[src/rtl/sgw_pkg.sv]
package sgw_pkg;
  localparam int LEN_BITS    = 22;
  localparam int IOC_BIT     = 31;
  localparam int ENTRY_SHIFT = 4;

  typedef enum logic [2:0] {
    ST_IDLE, ST_FETCH, ST_ISSUE, ST_WAIT, ST_NEXT, ST_DONE
  } walk_st_e;

  typedef struct packed {
    logic [63:0] addr;
    logic        ioc;
    logic [LEN_BITS-1:0] len_f;
  } desc_t;
endpackage

[src/rtl/sgw_fetch.sv]
module sgw_fetch
  import sgw_pkg::*;
#(
  parameter int AW = 64
) (
  input  logic          clk,
  input  logic          rst,
  input  logic          go,
  input  logic [AW-1:0] ent_addr,
  output logic          rd_en,
  output logic [AW-1:0] rd_addr,
  input  logic          rd_valid,
  input  logic [31:0]   rd_data,
  output logic          desc_valid,
  output desc_t         desc
);
  logic          busy;
  logic [1:0]    wsel;
  logic [AW-1:0] base_q;

  always_ff @(posedge clk) begin
    if (rst) begin
      busy       <= 1'b0;
      wsel       <= 2'd0;
      base_q     <= '0;
      rd_en      <= 1'b0;
      rd_addr    <= '0;
      desc_valid <= 1'b0;
      desc       <= '0;
    end else begin
      rd_en      <= 1'b0;
      desc_valid <= 1'b0;
      if (go && !busy) begin
        busy    <= 1'b1;
        wsel    <= 2'd0;
        base_q  <= ent_addr;
        rd_en   <= 1'b1;
        rd_addr <= ent_addr;
      end else if (busy && rd_valid) begin
        case (wsel)
          2'd0: begin
            desc.addr[31:0] <= rd_data;
            rd_en   <= 1'b1;
            rd_addr <= base_q + AW'(4);
            wsel    <= 2'd1;
          end
          2'd1: begin
            desc.addr[63:32] <= rd_data;
            rd_en   <= 1'b1;
            rd_addr <= base_q + AW'(12);
            wsel    <= 2'd2;
          end
          default: begin
            desc.ioc   <= rd_data[IOC_BIT];
            desc.len_f <= rd_data[LEN_BITS-1:0];
            busy       <= 1'b0;
            desc_valid <= 1'b1;
            wsel       <= 2'd0;
          end
        endcase
      end
    end
  end
endmodule

[src/rtl/sgw_seg.sv]
module sgw_seg
  import sgw_pkg::*;
#(
  parameter int XW   = 32,
  parameter int LENW = LEN_BITS + 1
) (
  input  desc_t           desc,
  input  logic [XW-1:0]   skip,
  input  logic [XW-1:0]   remain,
  output logic            skip_all,
  output logic [XW-1:0]   skip_nx,
  output logic [63:0]     seg_addr,
  output logic [LENW-1:0] seg_len,
  output logic            ioc
);
  logic [LENW-1:0] full_len;
  logic [LENW-1:0] part;

  always_comb begin
    full_len = {1'b0, desc.len_f} + LENW'(1);
    skip_all = (skip >= XW'(full_len));
    skip_nx  = skip_all ? (skip - XW'(full_len)) : '0;
    part     = full_len - skip[LENW-1:0];
    seg_len  = (XW'(part) > remain) ? remain[LENW-1:0] : part;
    seg_addr = desc.addr + 64'(skip);
    ioc      = desc.ioc;
  end
endmodule

[src/rtl/sgw_irq.sv]
module sgw_irq (
  input  logic clk,
  input  logic rst,
  input  logic set,
  input  logic clr,
  input  logic en,
  output logic sts,
  output logic line
);
  always_ff @(posedge clk) begin
    if (rst) begin
      sts  <= 1'b0;
      line <= 1'b0;
    end else begin
      if (set)      sts <= 1'b1;
      else if (clr) sts <= 1'b0;
      line <= sts & en;
    end
  end
endmodule

[src/rtl/sg_walker.sv]
module sg_walker
  import sgw_pkg::*;
#(
  parameter int AW = 64,
  parameter int CW = 16,
  parameter int XW = 32
) (
  input  logic          clk,
  input  logic          rst,
  input  logic          start,
  input  logic [AW-1:0] tbl_base,
  input  logic [CW-1:0] entry_cnt,
  input  logic [XW-1:0] start_ofs,
  input  logic [XW-1:0] xfer_len,
  output logic          rd_en,
  output logic [AW-1:0] rd_addr,
  input  logic          rd_valid,
  input  logic [31:0]   rd_data,
  output logic          bst_valid,
  output logic [63:0]   bst_addr,
  output logic [22:0]   bst_len,
  input  logic          bst_ready,
  input  logic          bst_done,
  input  logic          bst_err,
  input  logic          irq_en,
  input  logic          irq_clr,
  output logic          irq_sts,
  output logic          irq_out,
  output logic          done,
  output logic          err
);
  localparam int LENW = LEN_BITS + 1;

  walk_st_e        st;
  logic [CW-1:0]   idx;
  logic [CW-1:0]   cnt_q;
  logic [AW-1:0]   base_q;
  logic [XW-1:0]   remain;
  logic [XW-1:0]   skip;
  logic            pend;
  logic            err_r;
  logic            cur_ioc;
  logic            fetch_go;
  logic [AW-1:0]   ent_addr;

  logic            desc_valid;
  desc_t           desc;
  logic            skip_all;
  logic [XW-1:0]   skip_nx;
  logic [63:0]     seg_addr;
  logic [LENW-1:0] seg_len;
  logic            seg_ioc;
  logic            irq_set;

  assign ent_addr = base_q + (AW'(idx) << ENTRY_SHIFT);
  assign irq_set  = (st == ST_DONE) && !err_r && pend;

  sgw_fetch #(.AW(AW)) u_fetch (
    .clk(clk), .rst(rst), .go(fetch_go), .ent_addr(ent_addr),
    .rd_en(rd_en), .rd_addr(rd_addr), .rd_valid(rd_valid), .rd_data(rd_data),
    .desc_valid(desc_valid), .desc(desc)
  );

  sgw_seg #(.XW(XW), .LENW(LENW)) u_seg (
    .desc(desc), .skip(skip), .remain(remain),
    .skip_all(skip_all), .skip_nx(skip_nx),
    .seg_addr(seg_addr), .seg_len(seg_len), .ioc(seg_ioc)
  );

  sgw_irq u_irq (
    .clk(clk), .rst(rst), .set(irq_set), .clr(irq_clr), .en(irq_en),
    .sts(irq_sts), .line(irq_out)
  );

  always_ff @(posedge clk) begin
    if (rst) begin
      st        <= ST_IDLE;
      idx       <= '0;
      cnt_q     <= '0;
      base_q    <= '0;
      remain    <= '0;
      skip      <= '0;
      pend      <= 1'b0;
      err_r     <= 1'b0;
      cur_ioc   <= 1'b0;
      fetch_go  <= 1'b0;
      bst_valid <= 1'b0;
      bst_addr  <= '0;
      bst_len   <= '0;
      done      <= 1'b0;
      err       <= 1'b0;
    end else begin
      done     <= 1'b0;
      fetch_go <= 1'b0;
      case (st)
        ST_IDLE: begin
          if (start) begin
            base_q <= tbl_base;
            cnt_q  <= entry_cnt;
            remain <= xfer_len;
            skip   <= start_ofs;
            idx    <= '0;
            pend   <= 1'b0;
            err_r  <= 1'b0;
            err    <= 1'b0;
            if (xfer_len == '0) begin
              st <= ST_DONE;
            end else if (entry_cnt == '0) begin
              err_r <= 1'b1;
              st    <= ST_DONE;
            end else begin
              fetch_go <= 1'b1;
              st       <= ST_FETCH;
            end
          end
        end
        ST_FETCH: begin
          if (desc_valid) begin
            if (skip_all) begin
              skip <= skip_nx;
              st   <= ST_NEXT;
            end else begin
              skip      <= '0;
              bst_valid <= 1'b1;
              bst_addr  <= seg_addr;
              bst_len   <= seg_len;
              cur_ioc   <= seg_ioc;
              st        <= ST_ISSUE;
            end
          end
        end
        ST_ISSUE: begin
          if (bst_ready) begin
            bst_valid <= 1'b0;
            st        <= ST_WAIT;
          end
        end
        ST_WAIT: begin
          if (bst_done) begin
            if (bst_err) begin
              err_r <= 1'b1;
              st    <= ST_DONE;
            end else begin
              remain <= remain - XW'(bst_len);
              if (cur_ioc) pend <= 1'b1;
              st <= ST_NEXT;
            end
          end
        end
        ST_NEXT: begin
          if (remain == '0) begin
            st <= ST_DONE;
          end else if (idx == cnt_q - CW'(1)) begin
            err_r <= 1'b1;
            st    <= ST_DONE;
          end else begin
            idx      <= idx + CW'(1);
            fetch_go <= 1'b1;
            st       <= ST_FETCH;
          end
        end
        default: begin
          done <= 1'b1;
          err  <= err_r;
          pend <= 1'b0;
          st   <= ST_IDLE;
        end
      endcase
    end
  end
endmodule

[config.mk]
export PLATFORM = sky130hd
export DESIGN_NAME = sg_walker
export DESIGN_NICKNAME = d
export VERILOG_FILES = /design/src/rtl/sgw_pkg.sv /design/src/rtl/sgw_fetch.sv /design/src/rtl/sgw_seg.sv /design/src/rtl/sgw_irq.sv /design/src/rtl/sg_walker.sv
export SDC_FILE = /design/constraint.sdc
export NUM_CORES = 1
export LEC_CHECK = 0
export BUFFER_PORTS_ARGS = -buffer_cell sky130_fd_sc_hd__buf_2
export CORE_MARGIN = 2
export CORE_UTILIZATION = 30
export DETAILED_ROUTE_END_ITERATION = 8
export PLACE_DENSITY_LB_ADDON = 0.1
export SYNTH_ARGS = -nofsm -noshare
export SYNTH_HDL_FRONTEND = slang
export SYNTH_SLANG_ARGS = --single-unit
[constraint.sdc]
create_clock -name clk -period 4.5 [get_ports clk]
set_input_delay 0.45 -clock clk [delete_from_list [all_inputs] [get_ports clk]]
set_output_delay 0.45 -clock clk [all_outputs]
set_load 0.005 [all_outputs]
Word level (Yosys, flattened, before mapping)
Cells that the tools add are included.
Widths: inputs -> output; s select.
{ "op_classes": {"n_addsub": 10, "n_lt_le_gt_ge": 2, "n_eq_ne": 19, "muxes": 62, "n_bitwise": 7, "n_reduce_logical": 40} }
{ "ops": {"columns": ["cell", "count"], "rows": [
  ["$mux 32", 6],
  ["$mux 64", 2],
  ["$pmux 32 s2", 2],
  ["$pmux 64 s2", 1],
  ["$add 64x20->64", 1],
  ["$add 64x3->64 const B", 1],
  ["$add 64x32->64", 1],
  ["$add 64x4->64 const B", 1],
  ["$logic_not 32->1", 2],
  ["$sub 32x23->32", 2],
  ["$mux 16", 3],
  ["$ge 32x23->1", 1],
  ["$gt 23x32->1", 1],
  ["$pmux 16 s2", 1],
  ["$mux 1", 30],
  ["$mux 3", 9],
  ["$add 22x1->23 const B", 1],
  ["$mux 23", 1],
  ["$sub 23x23->23", 1],
  ["$ne 2x2->1 const B", 10],
  ["$add 16x1->16 const B", 1],
  ["$eq 16x16->1", 1],
  ["$logic_not 16->1", 1],
  ["$reduce_and 4->1", 4],
  ["other kinds (26)", 56]
]} }
{ "totals": {"reg_bits": 479, "in_bits": 185, "out_inout_bits": 157, "wordCells": 167} }

Logic depth before layout (Yosys ltp)
Gate-level depths: netlist of run 1.
{ "logic_depth": {"word_depth": 5, "depth_mapped": 27} }

Cells and area by module
Synthesis of run 1 repeated with hierarchy kept, for this count alone.
{ "unflattened": {"hier_cells": 3875, "area_unflattened_um2": 28995.3} }
{ "modules_own_cells": {"columns": ["module", "n_inst", "cells_each", "area_each_um2"], "rows": [
  ["sg_walker", 1, 1806, 13484.2],
  ["sgw_fetch", 1, 1110, 9090.0],
  ["sgw_seg", 1, 953, 6353.6],
  ["sgw_irq", 1, 6, 67.6]
]} }

Worst setup path before layout of run 1
No wires, ideal clock.
{ "synth_timing": {"path_kind": "register to register", "from": "reg, netlist name u_fetch.desc[2]", "to": "reg bst_len[21]", "arrival_time_ns": 4.760, "required_ns": 4.442, "path_slack_ns": -0.317, "path_stages_with_launch": 27, "n_path_buf": 2, "path_cell_list": "dfxtp_1 nand3_1 nor2_1 and3_1 nand2_1 xnor2_1 ha_1 clkbuf_1 a21o_1 a21o_1 a211o_1 a21o_1 a2111oi_2 nor2_1 xor2_1 ha_1 and3_1 nand4_1 nor2_1 o21ai_0 nor4bb_1 o31ai_1 nand2_1 clkbuf_1 nor3_1 a211oi_1 o21a_1"} }
{ "synth_via": {"elab_chain_len": 4, "elab_cells_between_ends": 7} }
{ "synth_rtl": {"columns": ["item", "line_no", "rtl"], "rows": [
  ["$add 22x1->23 *", "sgw_seg.sv:20", "full_len = {1'b0, desc.len_f} + LENW'(1);"],
  ["$sub 23x23->23 or $ge 32x23->1 (tied branches)", "sgw_seg.sv:23, sgw_seg.sv:21", null],
  ["$gt 23x32->1 or $not 1->1 (tied branches)", null, null],
  ["$mux 23 or $reduce_and 3->1 (tied branches)", null, null],
  ["end signal, assigned", "sg_walker.sv:126", "bst_len <= seg_len;"],
  ["end, declared", "sg_walker.sv:21", "output logic [22:0] bst_len,"]
]} }
Mark *: on every way between the ends. The rest lies on a longest branch, timed or not.
A chain may end at the register's enable or synchronous reset.

Worst setup path after layout of run 1
{ "layout_timing": {"from": "reg, netlist name u_fetch.desc[4]", "to": "reg bst_len[10]"} }
{ "layout_via": {"elab_chain_len": 4, "elab_cells_between_ends": 7} }
{ "layout_rtl": {"columns": ["item", "line_no"], "rows": [
  ["$add 22x1->23 *", "sgw_seg.sv:20"],
  ["$sub 23x23->23 or $ge 32x23->1 (tied branches)", "sgw_seg.sv:23, sgw_seg.sv:21"],
  ["$gt 23x32->1 or $not 1->1 (tied branches)", null],
  ["$mux 23 or $reduce_and 3->1 (tied branches)", null]
]} }
Marks and branches as above.

==> summary.txt, run 1 <==
Run status
  – Status: finished, violations left
  – Failing checks: setup timing

Synthesis
  – Mapped Cells: 3,636
  – Flops & latches, synth: 479
  – Main flop type after synthesis: dfxtp_1
  – Avg Inst Size Synth: 7.699 sq um
  – Synth async-reset ratio: 0%
  – Most frequent cell after synthesis: nand2_1
  – Commonest cells in the netlist: nand2_1, dfxtp_1, a21oi_1, nor2_1, clkbuf_1
  – Mapped Nets: 3,970
  – Post-synthesis sequential area ratio: 34.26%
  – Area leader, netlist: dfxtp_1
  – Ys Warns: 0
  – Yosys cell types: 90
  – EDFF count, synth: 0
  – Mapped Area: 27,990 sq um
  – Synth top area share: 34.26%
  – Top cells by area, synth: dfxtp_1, nand2_1, a21oi_1, ha_1, xnor2_1

Global routing
  – Total Routing Usage GR: 21.87%
  – Vias in the first global route: 26,010
  – Grt total ovfl: 0
  – Global-route wire length before repair: 161,800 microns
  – Antenna violations before repair: 12
  – Pin count of the biggest net entering global routing: 117

Clock tree
  – CTS Buffer Depth: 3
  – Number of CTS-inserted buffers: 60
  – Clk root buf: clkbuf_16
  – CTS tree: built
  – Sink Count: 479
  – H-tree lvl count: 2
  – Clock Pin Slew Worst Setup and Hold Paths: 0.06 ns
  – Clk_lat worst skew: 0.65 ns

Floorplanning
  – Starting Density: 30.13%
  – Row cnt: 112
  – Chip height: 309.5 microns
  – Area of the core: 92,910 sq um
  – Die W: 309.5 microns
  – Die area: 95,770 sq um
  – I/O Pins: 342

Power
  – Leakage: 0.01397 uW
  – Overall Power: 20,430 uW
  – Max VDD drop: 0.3217 mV
  – PwrDens: 582.8 nW/um^2

Hold path
  – Hold crit path type: input pin to flop

Timing
  – Period Utilization, post-route: 104.6%
  – Worst Skew: 0.01777 ns
  – Tmin final: 4.707 ns
  – Final count of hold timing violations: 0
  – Max-slew violations: 0
  – Worst hold slack: 0.04424 ns
  – Final setup viols: 23
  – Sum Neg Setup Slack: -3.476 ns
  – Slew margin rel.: 14.53%
  – Fmax: 212.4 MHz
  – Final worst setup slack: -0.2070 ns
  – Slew of the pin with the lowest slew margin: 1.279 ns
  – RSZ-0062 raised after global routing: yes

Place
  – DPL Wire Length: 81,230 microns
  – Placed Cells: 5,190
  – IO buf count: 341
  – Routability congestion estimate: 0.8646

Drt
  – DRT antenna net count: 0
  – Via count: 27,440
  – Wire per inst: 20.33 microns
  – Routed WL: 109,000 microns
  – Iter 0 DRT Violations: 1,642
  – Vias/cell: 5.117
  – Drt first pass iters: 5
  – # DRC: 0

Worst setup path
  – Worst Path Required: 5.01 ns
  – Setup crit start kind: flop
  – WP data arrival: 5.22 ns
  – Setup CP Type: flop to flop
  – Endpoint type of the worst setup path: flop
  – CP max FO: 15

Job
  – Max cap viols: 0

Finish
  – Final Non-Filler Cells: 5,362
  – Fin nets: 4,386
  – FILL cells: 9,831
  – Share of cells above drive strength 1: 18.93%
  – Area Overhead vs Synth: 25.23%
[report_power, final]
part           total (uW)  switching (uW)  internal [uW]
clock network        5080            2080           3000
logic                9450            5570           3880
registers            5900             902           5000
[sequential cells by signal, indices dropped and copies added, names as in the netlist, 2 cells and up]
| register | count |
|---|---|
| idx | 16 |
| bst_addr | 64 |
| cnt_q | 16 |
| bst_len | 23 |
| u_fetch.wsel | 2 |
| u_fetch.rd_addr | 64 |
| u_fetch.base_q | 64 |
| skip | 32 |
| base_q | 64 |
| u_fetch.desc | 87 |
| remain | 32 |
| st | 3 |
[critical path, stage by stage, from the launching register on]
cell,delay [ns]
dfxtp_2,0.35
nand3_4,0.09
nor2_4,0.13
and3_4,0.23
nand2_4,0.06
xnor2_2,0.13
ha_1,0.29
a21o_1,0.17
a21o_1,0.17
a211o_1,0.29
a21o_1,0.19
a2111oi_4,0.34
nor2_1,0.09
xor2_1,0.17
ha_1,0.30
and3_4,0.19
nand4_1,0.09
nor2_1,0.13
o21ai_1,0.08
nor4bb_4,0.17
o31ai_2,0.21
nand2_2,0.16
clkbuf_16,0.22
a311oi_2,0.26
a211oi_1,0.06
[final cells by class]
| cell class | instances | area, sq um | share of cell area, % |
|---|---|---|---|
| Clock inverter | 28 | 341.6 | 0.9744 |
| Multi-Input combinational cell | 2805 | 17480 | 49.87 |
| Tap cell | 1254 | 1569 | 4.476 |
| Inverter | 141 | 529.3 | 1.510 |
| Sequential cell | 479 | 9595 | 27.37 |
| Clock buffer | 86 | 1719 | 4.904 |
| Antenna cell | 4 | 10.01 | 0.02855 |
| Timing Repair Buffer | 565 | 3809 | 10.86 |
[path summary, 6_finish.rpt]
kind | end | startpoint | slack [ns] | cells past startpoint
min | base_q[0] | tbl_base[0] | 0.04 | 3
min reg2reg | bst_addr[29] | bst_addr[29] | 0.45 | 2
max reg2reg | bst_len[10] | u_fetch.desc[4] | -0.21 | 24
max | bst_len[10] | u_fetch.desc[4] | -0.21 | 24
[layout by cell type (no fill, tap or decap), types with 96 or more instances in the layout]
master / instances
a211oi_1: 96
a21oi_1: 390
buf_2: 340
buf_4: 170
dfxtp_1: 474
ha_1: 139
inv_1: 140
nand2_1: 610
nand3_1: 98
nor2_1: 252
o21ai_0: 147
xnor2_1: 130
xor2_1: 120
[logic make-up (layout without fill, tap and decap cells)]
logic type / after synthesis / in the layout / synth area share (%)
simple gates: 1390 / 1390 / 23.04
compound gates: 1001 / 1001 / 22.49
mux: 9 / 9 / 0.3352
xor+xnor: 256 / 256 / 8.010
buf+inv: 352 / 820 / 5.051
flops: 479 / 479 / 34.26
fa+ha+maj: 149 / 149 / 6.821
other cells: 0 / 4 / 0
[per-layer routing]
metal / wire, microns / track usage, % / part of all wire (%)
met2: 50780 / 36.53 / 47
met3: 4680 / 2.931 / 4.3
met1: 50660 / 29.56 / 46
met5: 111 / 0 / 0.10
met4: 2767 / 5.611 / 2.5
[stage by stage]
stage               worst slack, ns  area (sq um)  utilization, %
global route                -0.4847         35050           37.72
CTS                         -0.2044         34440           37.07
global placement            -0.3038         31950           34.39
floorplan                  -0.08825         28100               -
detailed placement          -0.3514         31950           34.39
finish                      -0.2070         35060           37.73
[what timing repair did]
action | 4_1_cts | 5_1_grt
pin swaps | 17 | 32
setup endpoints to repair | 34 | 99
endpoints found under the hold margin | 23 | 0
hold buffers | 23 | 0
resized for setup | 28 | 61
setup buffers | 6 | 16
gates cloned | 1 | 10
Power figures use the tool's default switching activity.
==> run 2: changes to the inputs <==
--- a/config.mk
+++ b/config.mk
@@ -8,8 +8,10 @@
 export BUFFER_PORTS_ARGS = -buffer_cell sky130_fd_sc_hd__buf_2
 export CORE_MARGIN = 2
 export CORE_UTILIZATION = 30
+export CTS_BUF_LIST = sky130_fd_sc_hd__clkbuf_8
 export DETAILED_ROUTE_END_ITERATION = 8
 export PLACE_DENSITY_LB_ADDON = 0.1
+export SKIP_CTS_REPAIR_TIMING = 1
 export SYNTH_ARGS = -nofsm -noshare
 export SYNTH_HDL_FRONTEND = slang
 export SYNTH_SLANG_ARGS = --single-unit
==> summary.txt, run 2 (synthesis gave the netlist of run 1 again) <==
Run status
  – Status: finished, violations left
  – Failing checks: setup timing

Timing
  – Worst Skew: 0.03406 ns (+0.01630 ns)
  – Tmin final: 4.796 ns (+0.08859 ns)
  – Final worst setup slack: -0.2956 ns (-0.08859 ns)
  – Period Utilization, post-route: 106.6% (+2.0 points)
  – Final count of hold timing violations: 0 (unchanged)
  – Max-slew violations: 0 (unchanged)
  – Final setup viols: 23 (unchanged)
  – RSZ-0062 raised after global routing: yes
  – Fmax: 208.5 MHz (-1.8%)
  – Slew of the pin with the lowest slew margin: 1.250 ns (-0.02971 ns)
  – Slew margin rel.: 16.52% (+2.0 points)

Worst setup path
  – Worst stage delay on the critical path: 0.40 ns (+0.05 ns)
  – Worst reg2reg setup slack: -0.30 ns (-0.09 ns)
  – WP data arrival: 5.41 ns (+0.19 ns)
  – Delay-heaviest family, CP: compound AO/OA/AOI/OAI gates
  – CP max FO: 8 (-7)
  – Critical path's slowest cell: a2111oi_4
  – Setup crit start kind: flop
  – Endpoint type of the worst setup path: flop
  – WP buf/inv: 2 (+1)
  – Setup CP Type: flop to flop
  – Worst Path Required: 5.11 ns (+0.10 ns)
  – Crit path top cell by count: a21o_1

Floorplanning
  – Starting Density: 30.13% (unchanged)
  – Die W: 309.5 microns (unchanged)
  – Chip height: 309.5 microns (unchanged)
  – Row cnt: 112 (unchanged)
  – Area of the core: 92,910 sq um (unchanged)
  – Die area: 95,770 sq um (unchanged)
  – I/O Pins: 342 (unchanged)

Clock tree
  – Clk_lat worst skew: 0.72 ns (+0.07 ns)
  – Clock Pin Slew Worst Setup and Hold Paths: 0.07 ns (about the same)
  – Number of CTS-inserted buffers: 93 (+55%)
  – Clk root buf: clkbuf_8
  – CTS tree: built
  – CTS Buffer Depth: 3 (unchanged)
  – Sink Count: 479 (unchanged)
  – H-tree lvl count: 3 (+1)

Finish
  – Cell area after layout: 35,620 sq um (+1.6%)
  – Share of cells above drive strength 1: 19.19% (+0.26 points)
  – Multi-input gate area: 17,510 sq um (+0.16%)
  – Largest register FFs: 87 (unchanged)
  – Area Overhead vs Synth: 27.26%
  – Most frequent cells in the layout: nand2_1, dfxtp_1, a21oi_1
  – Reg area: 9600 sq um (about the same)
  – FILL cells: 9,839 (+0.081%)
  – Reg with most FFs: u_fetch.desc
  – Commonest non-fill, non-tap cell in the layout: nand2_1
  – Fin nets: 4,486 (+2.3%)
  – Post-layout util: 38.34% (+0.61 points)

Drt
  – # DRC: 0 (unchanged)
  – Iter 0 DRT Violations: 1,770 (+7.8%)
  – Via count: 28,010 (+2.1%)
  – Wire per inst: 20.14 microns (-0.93%)
  – Vias/cell: 5.111 (-0.11%)
  – Routed WL: 110,400 microns (+1.2%)
  – DRT antenna net count: 0 (unchanged)
  – Drt first pass iters: 5 (unchanged)

Place
  – Routability congestion estimate: 0.8646 (unchanged)
  – DP Area: 31,950 sq um (unchanged)
  – IO buf count: 341 (unchanged)
  – DPL Wire Length: 81,230 microns (unchanged)

Global routing
  – Grt total ovfl: 0 (unchanged)
  – Vias in the first global route: 26,190 (+0.69%)
  – Pin count of the biggest net entering global routing: 117 (unchanged)
  – Antenna violations before repair: 9 (-3)
  – Total Routing Usage GR: 21.98% (+0.11 points)
  – Global-route wire length before repair: 162,200 microns (+0.24%)

Power
  – Leakage: 0.01432 uW (+2.5%)
  – Max VDD drop: 0.2735 mV (-15%)
  – PwrDens: 566.5 nW/um^2 (-2.8%)

Hold path
  – Hold crit path type: input pin to flop

Job
  – Max cap viols: 0 (unchanged)
## run 2: path summary, 6_finish.rpt
check                   from          endpoint  cells after the start
max          u_fetch.desc[1]       bst_len[15]                     25
min              rd_data[27]  u_fetch.desc[50]                      3
max reg2reg  u_fetch.desc[1]       bst_len[15]                     25
min reg2reg     bst_addr[29]      bst_addr[29]                      2
## run 2: layer usage
metal  vias to the layer above  track usage, %  part of all wire [%]
met5                         -               0                 0.034
met4                         6           5.520                   2.5
met3                       149           3.655                   4.0
met2                       586           36.62                    47
met1                     13370           29.40                    47
li1                      13900               -                     -
## run 2: report_power, final
| part | leakage (uW) | switching [uW] | internal (uW) |
|---|---|---|---|
| clock | 0.00109 | 2070 | 2550 |
| combinational | 0.00933 | 5670 | 3990 |
| sequential | 0.00390 | 906 | 5000 |
## run 2: per-stage QoR
step                hold WS, ns  worst slack [ns]  instances  TNS (ns)  power (uW)
finish                  0.02724           -0.2956       5480    -5.567       20180
global route         -0.0008967           -0.5412       5478    -17.13       21680
CTS                     -0.1105           -0.3814       5353    -8.334       19810
detailed placement       0.4414           -0.3514       5190    -7.357       15040
global placement         0.4388           -0.3038       5190    -5.776       15110
floorplan                0.4320          -0.08825       3636    -1.125       11830
## run 2: tightest hold or removal path, stage by stage
cell and delay [ns]:
buf_2 0.12, nand2_1 0.06, a21oi_1 0.05
## run 2: area by class of cell
| cell class | instances | area share (%) |
|---|---|---|
| antenna | 6 | 0.04215 |
| clock buffer | 110 | 4.250 |
| clock inverter | 53 | 1.120 |
| inverter | 141 | 1.486 |
| multi-input combinational | 2805 | 49.16 |
| sequential | 479 | 26.95 |
| tap | 1254 | 4.404 |
| timing repair buffer | 632 | 12.59 |
